## config.mk

```make
export PLATFORM = sky130hd
export DESIGN_NAME = dring_port
export DESIGN_NICKNAME = d
export VERILOG_FILES = /design/src/rtl/dring_pkg.sv /design/src/rtl/dring_regs.sv /design/src/rtl/dring_engine.sv /design/src/rtl/dring_port.sv
export SDC_FILE = /design/constraint.sdc
export NUM_CORES = 1
export LEC_CHECK = 0
export BUFFER_PORTS_ARGS = -buffer_cell sky130_fd_sc_hd__buf_4
export CAP_MARGIN = 20
export CORE_ASPECT_RATIO = 0.5
export CORE_UTILIZATION = 50
export CTS_BUF_LIST = sky130_fd_sc_hd__clkbuf_2
export CTS_CLUSTER_DIAMETER = 80
export DETAILED_ROUTE_END_ITERATION = 7
export GPL_ROUTABILITY_DRIVEN = 0
export PLACE_DENSITY = 0.76
export RECOVER_POWER = 100
export SYNTH_ARGS = -nofsm -noshare
export SYNTH_HDL_FRONTEND = slang
export SYNTH_HIERARCHICAL = 1
export SYNTH_SLANG_ARGS = --single-unit
```

## constraint.sdc

```tcl
create_clock -name clk -period 8.62 [get_ports clk]
set_input_delay 1.724 -clock clk [delete_from_list [all_inputs] [get_ports clk]]
set_output_delay 1.724 -clock clk [all_outputs]
set_load 0.01 [all_outputs]
```

## src/rtl/dring_pkg.sv

```systemverilog
package dring_pkg;

    // Register byte offsets inside the port window (decoded by the port mux)
    localparam logic [7:0] OFF_BASE_LO = 8'hA0;
    localparam logic [7:0] OFF_BASE_HI = 8'hA4;
    localparam logic [7:0] OFF_PROD    = 8'hA8;
    localparam logic [7:0] OFF_CONS    = 8'hAC;
    localparam logic [7:0] OFF_CTRL    = 8'hB0;
    localparam logic [7:0] OFF_LAST    = 8'hB4;
    localparam logic [7:0] OFF_STAT    = 8'hB8;
    localparam logic [7:0] OFF_MASK    = 8'hBC;

    // Control bits
    localparam int C_EN    = 0;
    localparam int C_PAUSE = 1;
    localparam int C_ABORT = 2;
    localparam int C_RESET = 3;
    localparam int CTRL_W  = 4;

    // Status bits
    localparam int S_DONE   = 0;
    localparam int S_PACK   = 1;
    localparam int S_AACK   = 2;
    localparam int S_RACK   = 3;
    localparam int S_DEVCHG = 4;
    localparam int S_CMDERR = 5;
    localparam int S_LINK   = 6;
    localparam int S_DET_LO = 16;
    localparam int DET_W    = 7;
    localparam logic [31:0] STAT_IMPL = 32'h007F_007F;

    // Descriptor layout
    localparam int DESC_SHIFT = 5;   // 32-byte descriptors
    localparam int FLAG_LSB   = 8;   // control-flags byte of word 0
    localparam int F_EIN      = 0;
    localparam int F_SKIP     = 4;

    typedef enum logic [2:0] {
        ST_IDLE   = 3'd0,
        ST_FETCH  = 3'd1,
        ST_EXEC   = 3'd2,
        ST_PAUSED = 3'd3,
        ST_HALT   = 3'd4
    } eng_state_e;

endpackage

```

## src/rtl/dring_regs.sv

```systemverilog
module dring_regs
    import dring_pkg::*;
#(
    parameter int IDX_W    = 8,
    parameter int MIN_LAST = 3
) (
    input  logic              clk,
    input  logic              rst_n,
    input  logic              wr_i,
    input  logic [7:0]        addr_i,
    input  logic [31:0]       wdata_i,
    output logic [31:0]       rdata_o,
    input  logic [IDX_W-1:0]  cons_i,
    input  logic              ev_done_i,
    input  logic              ev_pause_i,
    input  logic              ev_abort_i,
    input  logic              ev_reset_i,
    input  logic              ev_err_i,
    input  logic [DET_W-1:0]  err_code_i,
    input  logic              dev_change_i,
    input  logic              link_fault_i,
    input  logic              clr_prod_i,
    output logic [63:0]       base_o,
    output logic [IDX_W-1:0]  prod_o,
    output logic [IDX_W-1:0]  last_o,
    output logic              en_o,
    output logic              pause_o,
    output logic              abort_o,
    output logic              rst_req_o,
    output logic              irq_o
);

    localparam logic [IDX_W-1:0] LAST_FLOOR = IDX_W'(MIN_LAST);
    localparam int PAD_W = 32 - IDX_W;

    typedef struct packed {
        logic [31:0]       base_lo;
        logic [31:0]       base_hi;
        logic [IDX_W-1:0]  prod;
        logic [CTRL_W-1:0] ctrl;
        logic [IDX_W-1:0]  last;
        logic [31:0]       status;
        logic [31:0]       imask;
    } regs_t;

    regs_t q, d;
    logic [31:0] set_vec;
    logic [31:0] clr_vec;

    always_comb begin
        set_vec = '0;
        set_vec[S_DONE]   = ev_done_i;
        set_vec[S_PACK]   = ev_pause_i;
        set_vec[S_AACK]   = ev_abort_i;
        set_vec[S_RACK]   = ev_reset_i;
        set_vec[S_DEVCHG] = dev_change_i;
        set_vec[S_CMDERR] = ev_err_i | link_fault_i;
        set_vec[S_LINK]   = link_fault_i;
        if (ev_err_i) begin
            set_vec[S_DET_LO +: DET_W] = err_code_i;
        end
        clr_vec = (wr_i && addr_i == OFF_STAT) ? wdata_i : '0;

        d = q;
        if (wr_i) begin
            case (addr_i)
                OFF_BASE_LO: d.base_lo = wdata_i;
                OFF_BASE_HI: d.base_hi = wdata_i;
                OFF_PROD:    d.prod    = wdata_i[IDX_W-1:0];
                OFF_CTRL:    d.ctrl    = wdata_i[CTRL_W-1:0];
                OFF_LAST:    d.last    = (wdata_i[IDX_W-1:0] < LAST_FLOOR) ?
                                         LAST_FLOOR : wdata_i[IDX_W-1:0];
                OFF_MASK:    d.imask   = wdata_i;
                default:     ;
            endcase
        end
        if (clr_prod_i) begin
            d.prod = '0;
        end
        // an event in the same cycle as a clear keeps the bit set
        d.status = ((q.status & ~clr_vec) | set_vec) & STAT_IMPL;
    end

    always_ff @(posedge clk or negedge rst_n) begin
        if (!rst_n) begin
            q.base_lo <= '0;
            q.base_hi <= '0;
            q.prod    <= '0;
            q.ctrl    <= '0;
            q.last    <= LAST_FLOOR;
            q.status  <= '0;
            q.imask   <= '0;
        end else begin
            q <= d;
        end
    end

    always_comb begin
        case (addr_i)
            OFF_BASE_LO: rdata_o = q.base_lo;
            OFF_BASE_HI: rdata_o = q.base_hi;
            OFF_PROD:    rdata_o = {{PAD_W{1'b0}}, q.prod};
            OFF_CONS:    rdata_o = {{PAD_W{1'b0}}, cons_i};
            OFF_CTRL:    rdata_o = {{(32-CTRL_W){1'b0}}, q.ctrl};
            OFF_LAST:    rdata_o = {{PAD_W{1'b0}}, q.last};
            OFF_STAT:    rdata_o = q.status;
            OFF_MASK:    rdata_o = q.imask;
            default:     rdata_o = '0;
        endcase
    end

    assign base_o    = {q.base_hi, q.base_lo};
    assign prod_o    = q.prod;
    assign last_o    = q.last;
    assign en_o      = q.ctrl[C_EN];
    assign pause_o   = q.ctrl[C_PAUSE];
    assign abort_o   = q.ctrl[C_ABORT];
    assign rst_req_o = q.ctrl[C_RESET];
    assign irq_o     = |(q.status & q.imask);

    // every event bit raised in a cycle is visible in status afterwards
    a_r10_set_wins: assert property (@(posedge clk) disable iff (!rst_n)
        (set_vec != '0) |=>
        ((q.status & $past(set_vec & STAT_IMPL)) == $past(set_vec & STAT_IMPL)));

    // a queue reset empties the producer index
    a_r9_prod_cleared: assert property (@(posedge clk) disable iff (!rst_n)
        clr_prod_i |=> (q.prod == '0));

endmodule

```

## src/rtl/dring_engine.sv

```systemverilog
module dring_engine
    import dring_pkg::*;
#(
    parameter int IDX_W = 8,
    parameter int AW    = 64
) (
    input  logic              clk,
    input  logic              rst_n,
    input  logic              en_i,
    input  logic              pause_i,
    input  logic              abort_i,
    input  logic              rst_req_i,
    input  logic [AW-1:0]     base_i,
    input  logic [IDX_W-1:0]  prod_i,
    input  logic [IDX_W-1:0]  last_i,
    input  logic              mem_rvalid_i,
    input  logic [31:0]       mem_rdata_i,
    input  logic              xfer_done_i,
    input  logic              xfer_err_i,
    output logic [IDX_W-1:0]  cons_o,
    output logic              mem_req_o,
    output logic [AW-1:0]     mem_addr_o,
    output logic              xfer_req_o,
    output logic [31:0]       xfer_desc_o,
    output logic              ev_done_o,
    output logic              ev_pause_o,
    output logic              ev_abort_o,
    output logic              ev_reset_o,
    output logic              ev_err_o,
    output logic              clr_prod_o
);

    localparam int OFS_PAD = AW - IDX_W - DESC_SHIFT;

    typedef struct packed {
        eng_state_e       st;
        logic [IDX_W-1:0] cons;
        logic [31:0]      word;
        logic             abt_acked;
        logic             rst_acked;
    } eng_t;

    eng_t q, d;
    logic [IDX_W-1:0] cons_inc;

    assign cons_inc = (q.cons == last_i) ? '0 : q.cons + IDX_W'(1);

    always_comb begin
        d          = q;
        ev_done_o  = 1'b0;
        ev_pause_o = 1'b0;
        ev_abort_o = 1'b0;
        ev_reset_o = 1'b0;
        ev_err_o   = 1'b0;
        clr_prod_o = 1'b0;
        if (!abort_i)   d.abt_acked = 1'b0;
        if (!rst_req_i) d.rst_acked = 1'b0;

        if (rst_req_i && !q.rst_acked) begin
            d.st        = ST_IDLE;
            d.cons      = '0;
            d.rst_acked = 1'b1;
            ev_reset_o  = 1'b1;
            clr_prod_o  = 1'b1;
        end else if (abort_i && !q.abt_acked) begin
            d.st        = ST_HALT;
            d.abt_acked = 1'b1;
            ev_abort_o  = 1'b1;
        end else begin
            case (q.st)
                ST_IDLE: begin
                    if (en_i) begin
                        if (pause_i) begin
                            d.st       = ST_PAUSED;
                            ev_pause_o = 1'b1;
                        end else if (prod_i != q.cons) begin
                            d.st = ST_FETCH;
                        end
                    end
                end
                ST_FETCH: begin
                    if (mem_rvalid_i) begin
                        d.word = mem_rdata_i;
                        if (mem_rdata_i[FLAG_LSB + F_SKIP]) begin
                            d.cons = cons_inc;
                            d.st   = ST_IDLE;
                        end else begin
                            d.st = ST_EXEC;
                        end
                    end
                end
                ST_EXEC: begin
                    if (xfer_err_i) begin
                        d.st     = ST_HALT;
                        ev_err_o = 1'b1;
                    end else if (xfer_done_i) begin
                        d.cons    = cons_inc;
                        d.st      = ST_IDLE;
                        ev_done_o = q.word[FLAG_LSB + F_EIN];
                    end
                end
                ST_PAUSED: begin
                    if (!pause_i) d.st = ST_IDLE;
                end
                ST_HALT: begin
                    if (!en_i) d.st = ST_IDLE;
                end
                default: d.st = ST_IDLE;
            endcase
        end
    end

    always_ff @(posedge clk or negedge rst_n) begin
        if (!rst_n) begin
            q.st        <= ST_IDLE;
            q.cons      <= '0;
            q.word      <= '0;
            q.abt_acked <= 1'b0;
            q.rst_acked <= 1'b0;
        end else begin
            q <= d;
        end
    end

    assign cons_o      = q.cons;
    assign mem_req_o   = (q.st == ST_FETCH);
    assign xfer_req_o  = (q.st == ST_EXEC);
    assign xfer_desc_o = q.word;
    assign mem_addr_o  = base_i + {{OFS_PAD{1'b0}}, q.cons, {DESC_SHIFT{1'b0}}};

    // a fetch only starts when work is pending and the queue may run
    a_r3_fetch_start: assert property (@(posedge clk) disable iff (!rst_n)
        $rose(mem_req_o) |-> $past(en_i && !pause_i && (prod_i != q.cons)));

    // the consumer index only steps by one or wraps to zero
    a_r4_cons_step: assert property (@(posedge clk) disable iff (!rst_n)
        !$stable(q.cons) |-> ((q.cons == '0) || (q.cons == $past(q.cons) + IDX_W'(1))));

    // a skipped descriptor never reaches the transport
    a_r5_skip_not_sent: assert property (@(posedge clk) disable iff (!rst_n)
        xfer_req_o |-> !q.word[FLAG_LSB + F_SKIP]);

    // while halted, the consumer index holds until a queue reset
    a_r6_halt_freeze: assert property (@(posedge clk) disable iff (!rst_n)
        (q.st == ST_HALT && !rst_req_i) |=> $stable(q.cons));

    // a fresh abort drops any fetch or transfer in the next cycle
    a_r8_abort_drops: assert property (@(posedge clk) disable iff (!rst_n)
        (abort_i && !rst_req_i && !q.abt_acked) |=> (!mem_req_o && !xfer_req_o));

endmodule

```

## src/rtl/dring_port.sv

```systemverilog
module dring_port
    import dring_pkg::*;
#(
    parameter int IDX_W    = 8,
    parameter int MIN_LAST = 3
) (
    input  logic        clk,
    input  logic        rst_n,
    input  logic        reg_wr,
    input  logic [7:0]  reg_addr,
    input  logic [31:0] reg_wdata,
    output logic [31:0] reg_rdata,
    output logic        mem_req,
    output logic [63:0] mem_addr,
    input  logic        mem_rvalid,
    input  logic [31:0] mem_rdata,
    output logic        xfer_req,
    output logic [31:0] xfer_desc,
    input  logic        xfer_done,
    input  logic        xfer_err,
    input  logic [6:0]  xfer_err_code,
    input  logic        dev_change,
    input  logic        link_fault,
    output logic        irq
);

    logic [63:0]      base;
    logic [IDX_W-1:0] prod, cons, last;
    logic             en, pause, abort, rst_req;
    logic             ev_done, ev_pause, ev_abort, ev_reset, ev_err, clr_prod;

    dring_regs #(.IDX_W(IDX_W), .MIN_LAST(MIN_LAST)) u_regs (
        .clk          (clk),
        .rst_n        (rst_n),
        .wr_i         (reg_wr),
        .addr_i       (reg_addr),
        .wdata_i      (reg_wdata),
        .rdata_o      (reg_rdata),
        .cons_i       (cons),
        .ev_done_i    (ev_done),
        .ev_pause_i   (ev_pause),
        .ev_abort_i   (ev_abort),
        .ev_reset_i   (ev_reset),
        .ev_err_i     (ev_err),
        .err_code_i   (xfer_err_code),
        .dev_change_i (dev_change),
        .link_fault_i (link_fault),
        .clr_prod_i   (clr_prod),
        .base_o       (base),
        .prod_o       (prod),
        .last_o       (last),
        .en_o         (en),
        .pause_o      (pause),
        .abort_o      (abort),
        .rst_req_o    (rst_req),
        .irq_o        (irq)
    );

    dring_engine #(.IDX_W(IDX_W), .AW(64)) u_engine (
        .clk          (clk),
        .rst_n        (rst_n),
        .en_i         (en),
        .pause_i      (pause),
        .abort_i      (abort),
        .rst_req_i    (rst_req),
        .base_i       (base),
        .prod_i       (prod),
        .last_i       (last),
        .mem_rvalid_i (mem_rvalid),
        .mem_rdata_i  (mem_rdata),
        .xfer_done_i  (xfer_done),
        .xfer_err_i   (xfer_err),
        .cons_o       (cons),
        .mem_req_o    (mem_req),
        .mem_addr_o   (mem_addr),
        .xfer_req_o   (xfer_req),
        .xfer_desc_o  (xfer_desc),
        .ev_done_o    (ev_done),
        .ev_pause_o   (ev_pause),
        .ev_abort_o   (ev_abort),
        .ev_reset_o   (ev_reset),
        .ev_err_o     (ev_err),
        .clr_prod_o   (clr_prod)
    );

endmodule

```

## Word-level counts from Yosys, hierarchy flattened

Index checks and enable logic that the tools add are counted.

| storage, ports and cells | value |
|---|---|
| memory bits (writable) | 0 |
| output and inout port bits | 131 |
| input bits | 87 |
| bits in registers | 175 |
| ROM bits | 0 |
| word-level logic and storage cells | 116 |
| memories kept | 0 |
| latch bits | 0 |

| cells by class | value |
|---|---|
| multiplexer cells | 49 |
| multipliers | 0 |
| shift-type cells | 0 |
| add/subtract/negate cells | 2 |
| reduce and logical (&&, ||, !) cells | 19 |
| div/mod/pow operators | 0 |
| magnitude comparators | 1 |
| bitwise gates (word level) | 7 |
| eq/ne operators | 26 |

Operator list:

| kind | number |
|---|---|
| case mux 32 bit (8 select lines) | 1 |
| adder 64 x 13 -> 64 bit | 1 |
| == test 8 bit, second input constant | 8 |
| two-way mux 8 bit | 7 |
| two-way mux 43 bit | 1 |
| two-way mux 40 bit | 1 |
| AND 23 x 32 -> 32 bit | 1 |
| two-way mux 32 bit | 1 |
| OR reduction 32 bit | 1 |
| AND 23 bit | 1 |
| two-way mux 23 bit | 1 |
| NOT 23 bit | 1 |
| OR 23 bit | 1 |
| two-way mux 1 bit | 22 |
| two-way mux 11 bit | 2 |
| two-way mux 3 bit | 7 |
| two-way mux 20 bit | 1 |
| case mux 8 bit (2 select lines) | 1 |
| case mux 3 bit (5 select lines) | 1 |
| inequality test 4 x 2 -> 1 bit, second input constant | 3 |
| AND reduction 2 bit | 6 |
| AND reduction 6 bit | 2 |
| inequality test 3 x 1 -> 1 bit, second input constant | 3 |
| adder 8 x 1 -> 8 bit, second input constant | 1 |
| 22 further kinds | 29 |

## Depth between registers and ports, before layout

| logic depth | value |
|---|---|
| depth in word-level cells | 7 |
| mapped depth | 10 |
| depth with buffers taken out | 8 |

## By module

Netlist, hierarchy kept.

By module, submodules not included:

| module | cells an instance | area an instance (µm²) | times used |
|---|---|---|---|
| dring_regs | 553 | 6643.9 | 1 |
| dring_engine | 430 | 3932.5 | 1 |

## Least setup slack after synthesis

Ideal clock, no wire load.

| timing path | value |
|---|---|
| kind | input to output |
| start | input port reg_addr[2] |
| end | output port reg_rdata[6] |
| data arrival time | 2.867 ns |
| buffers on the path | 1 |
| stages | 5 |
| setup slack | 4.029 ns |
| required time | 6.896 ns |
| cells stage by stage | buf_2 mux2_2 a221oi_1 a211oi_1 a221o_1 |

| between the ends | value |
|---|---|
| word-level cells in the longest chain between the ends | 2 |
| elaborated cells on any way between the ends | 9 |
| classes of those cells | eq/ne (8); mux (1) |

Ends and longest elaborated chain:

| element | line | RTL |
|---|---|---|
| start, declared | dring_port.sv:10 | `input logic [7:0] reg_addr,` |
| == test 8 bit | dring_regs.sv:99 | `case (addr_i)` |
| case mux 32 bit (8 select lines) * | dring_regs.sv:99 |  |
| end, declared | dring_port.sv:12 | `output logic [31:0] reg_rdata,` |

Every way passes the cells marked *; elsewhere a longest branch is shown, timed or not.

## Worst setup path in the final report

| timing path | value |
|---|---|
| start | input port reg_addr[2] |
| end | output port reg_rdata[26] |

Same word-level chain as after synthesis.

==> reports/metrics.cfg <==
[synthesis]
synth_top_cell_by_area = dfrtp_1
async_reset_ff_share_pct = 100.0
synth-edff-count = 0
syn-cell-area_um2 = 10580
synth_cell_types = 64
yosysSeqAreaShare_pct = 41.43
syn-num-nets = 1080
synth_area_leaders = dfrtp_1, mux2_2, buf_4
avgSynthCellArea_um2 = 10.76
ys_ff_latch = 175
yosysWarnings = 6
yosys.area.top_type_share_pct = 40.93
syn_inst = 983
synth-main-ff-cell = dfrtp_1

[clock_tree]
cts_root_buf = clkbuf_2
cts_tree = yes
cts_hold_buf = 0
cts_htree_levels = 4
worstSkewPairLatency_ns = 0.77
cts_resized = 0
cts_made_buffers = 17
cts_post_setup_buffers_inserted = 0
cts.sinks = 175
clkTransAtPathRegs_ns = 0.24
clockBufferDepth = 2

[setup_path]
end_kind = primary output
path_max_fanout = 23
startpoint_type = input pin
arrival_ns = 4.98
required_ns = 6.90
worstSetupPathType = in2out

[place]
dp_hpwl_um = 20690
io_buffers = 217

[pwr]
ir_worst_vdd_v = 0.0001477
p_per_area_nw_per_um2 = 175.6
p_leak_nw = 5.211

[sta]
clock_skew_ns = 0.04231
relSlewSlack_pct = -107.4
setup_tns_ns = 0
finalHoldViolCount = 0
min_period_ns = 6.707
max_freq_mhz = 149.1
grt_setup_unrepaired = false
setup_viol_count_final = 0
worstMarginPinSlew_ns = 3.111
drv_slew = 246
fin_crit_sh_pct = 77.81

[detailed_routing]
routed_wirelength_um = 28070
antenna_left = 0
drc = 0
drt_iter0_markers = 775
viasPerCell = 5.906
vias = 7938
wl_per_cell_um = 20.89
dr.pass1.iters = 6

[global_routing]
grt.total_usage_pct = 25.86
grt_max_degree = 64
grt_pass1_wl_um = 43500
grt_pass1_vias = 7836
antenna_found_initial = 0
gr-total-overflow = 0

[finish]
utilization_pct = 53.91
final_common_cell = dfrtp_1
fin_nets = 1155
drive_gt1_share_pct = 25.49
final_cell_mix = dfrtp_1, mux2_2, clkbuf_1
area_growth_pct = 5.241
antenna_cells = 0

[floorplanning]
start_util_pct = 51.22
dieArea_um2 = 21770
row_count = 37
io_pins = 218
core_um2 = 20650
die_y_um = 104.8
die-width_um = 207.7

[run_status]
status = finished, violations left
violations = capacitance limit, slew limit

[worst_hold_path]
hold_path.class = reg2reg

[job]
drv_cap = 6

==> layer usage <==
metal,up-vias,wire (um),global-route usage [%]
met4,0,480,7.143
li1,3556,-,-
met5,-,0,0
met3,44,2223,6.733
met2,378,13020,40.79
met1,3960,12350,35.24
==> power by group <==
group	switching, mW	total (mW)	internal (mW)
Clock	0.290	0.427	0.137
Sequential	0.117	1.06	0.946
Combinational	0.241	0.465	0.224
Total	0.647	1.95	1.31
==> flip-flops by register name, indices dropped and copies added, names as in the netlist <==
signal / flops
u_regs/en_o: 1
u_regs/last_o: 8
u_regs/rst_req_o: 1
u_regs/base_o: 64
u_engine/q: 5
u_regs/prod_o: 8
u_regs/abort_o: 1
u_regs/q: 46
u_engine/cons_o: 8
u_engine/xfer_desc_o: 32
u_regs/pause_o: 1
==> synthesized netlist by cell type, types with 10 or more instances <==
library cell	n
a21o_1	11
a21oi_1	13
a22o_1	20
a22oi_1	32
and3_1	19
buf_2	23
buf_4	130
dfrtp_1	173
inv_1	14
mux2_1	10
mux2_2	136
mux2i_1	19
nand2_1	69
nand3_1	25
nand4_1	20
nor2_1	35
nor2b_1	15
o21ai_0	18
xnor2_1	59
xor2_1	15
==> through the flow <==
step | hold WS (ns) | power, mW | worst slack (ns) | area [um2] | instances
4_1_cts | 0.5092 | 2.053 | 2.998 | 11660 | 1343
5_1_grt | 0.5310 | 2.062 | 1.738 | 11130 | 1344
3_5_place_dp | 0.4454 | 1.626 | 2.997 | 11430 | 1311
6_report | 0.5137 | 1.954 | 1.913 | 11130 | 1344
2_1_floorplan | 0.4589 | 1.465 | 4.029 | 10580 | 983
3_3_place_gp | 0.4333 | 1.608 | 3.192 | 11430 | 1311
==> worst max-delay path: stages <==
cell      delay [ns]
clkbuf_1        1.00
nor4b_1         0.73
and2_0          0.89
buf_8           0.25
a22oi_1         0.10
nand2_1         0.09
clkbuf_1        0.16
==> kinds of logic after synthesis <==
logic type               Yosys count  synth area share, %
XOR/XNOR                          74                6.128
AND/OR/NAND/NOR                  232                12.10
buffers and inverters            184                11.74
multiplexers                     165                17.34
flip-flops                       175                41.43
adder cells (fa/ha/maj)           10                1.254
AO/OA/AOI/OAI                    143                10.01
==> cell type report <==
type | instances | area (um2)
well taps | 273 | 341.6
fillers | 1940 | 9517
repair buffers | 226 | 1224
multi-input cells | 624 | 4896
clock buffers | 19 | 95.09
clock inverters | 13 | 140.1
inverters | 14 | 52.55
flip-flops and latches | 175 | 4382
==> worst paths after layout <==
path / cells after the start / slack, ns / from / endpoint
setup / recovery: 7 / 1.91 / reg_addr[2] / reg_rdata[26]
hold / removal: 0 / 0.51 / u_regs/rst_req_o$_DFFE_PN0P_ / u_engine/q[0]$_DFFE_PN0P_
setup reg to reg: 7 / 5.13 / u_regs/rst_req_o$_DFFE_PN0P_ / u_engine/xfer_desc_o[6]$_DFFE_PN0P_
hold reg to reg: 0 / 0.51 / u_regs/rst_req_o$_DFFE_PN0P_ / u_engine/q[0]$_DFFE_PN0P_
max in group asynchronous: 2 / 2.76 / rst_n / u_regs/prod_o[0]$_DFFE_PN0P_
min in group asynchronous: 1 / 1.93 / rst_n / u_regs/base_o[22]$_DFFE_PN0P_
Note: power is estimated with default switching activity, not from simulation.
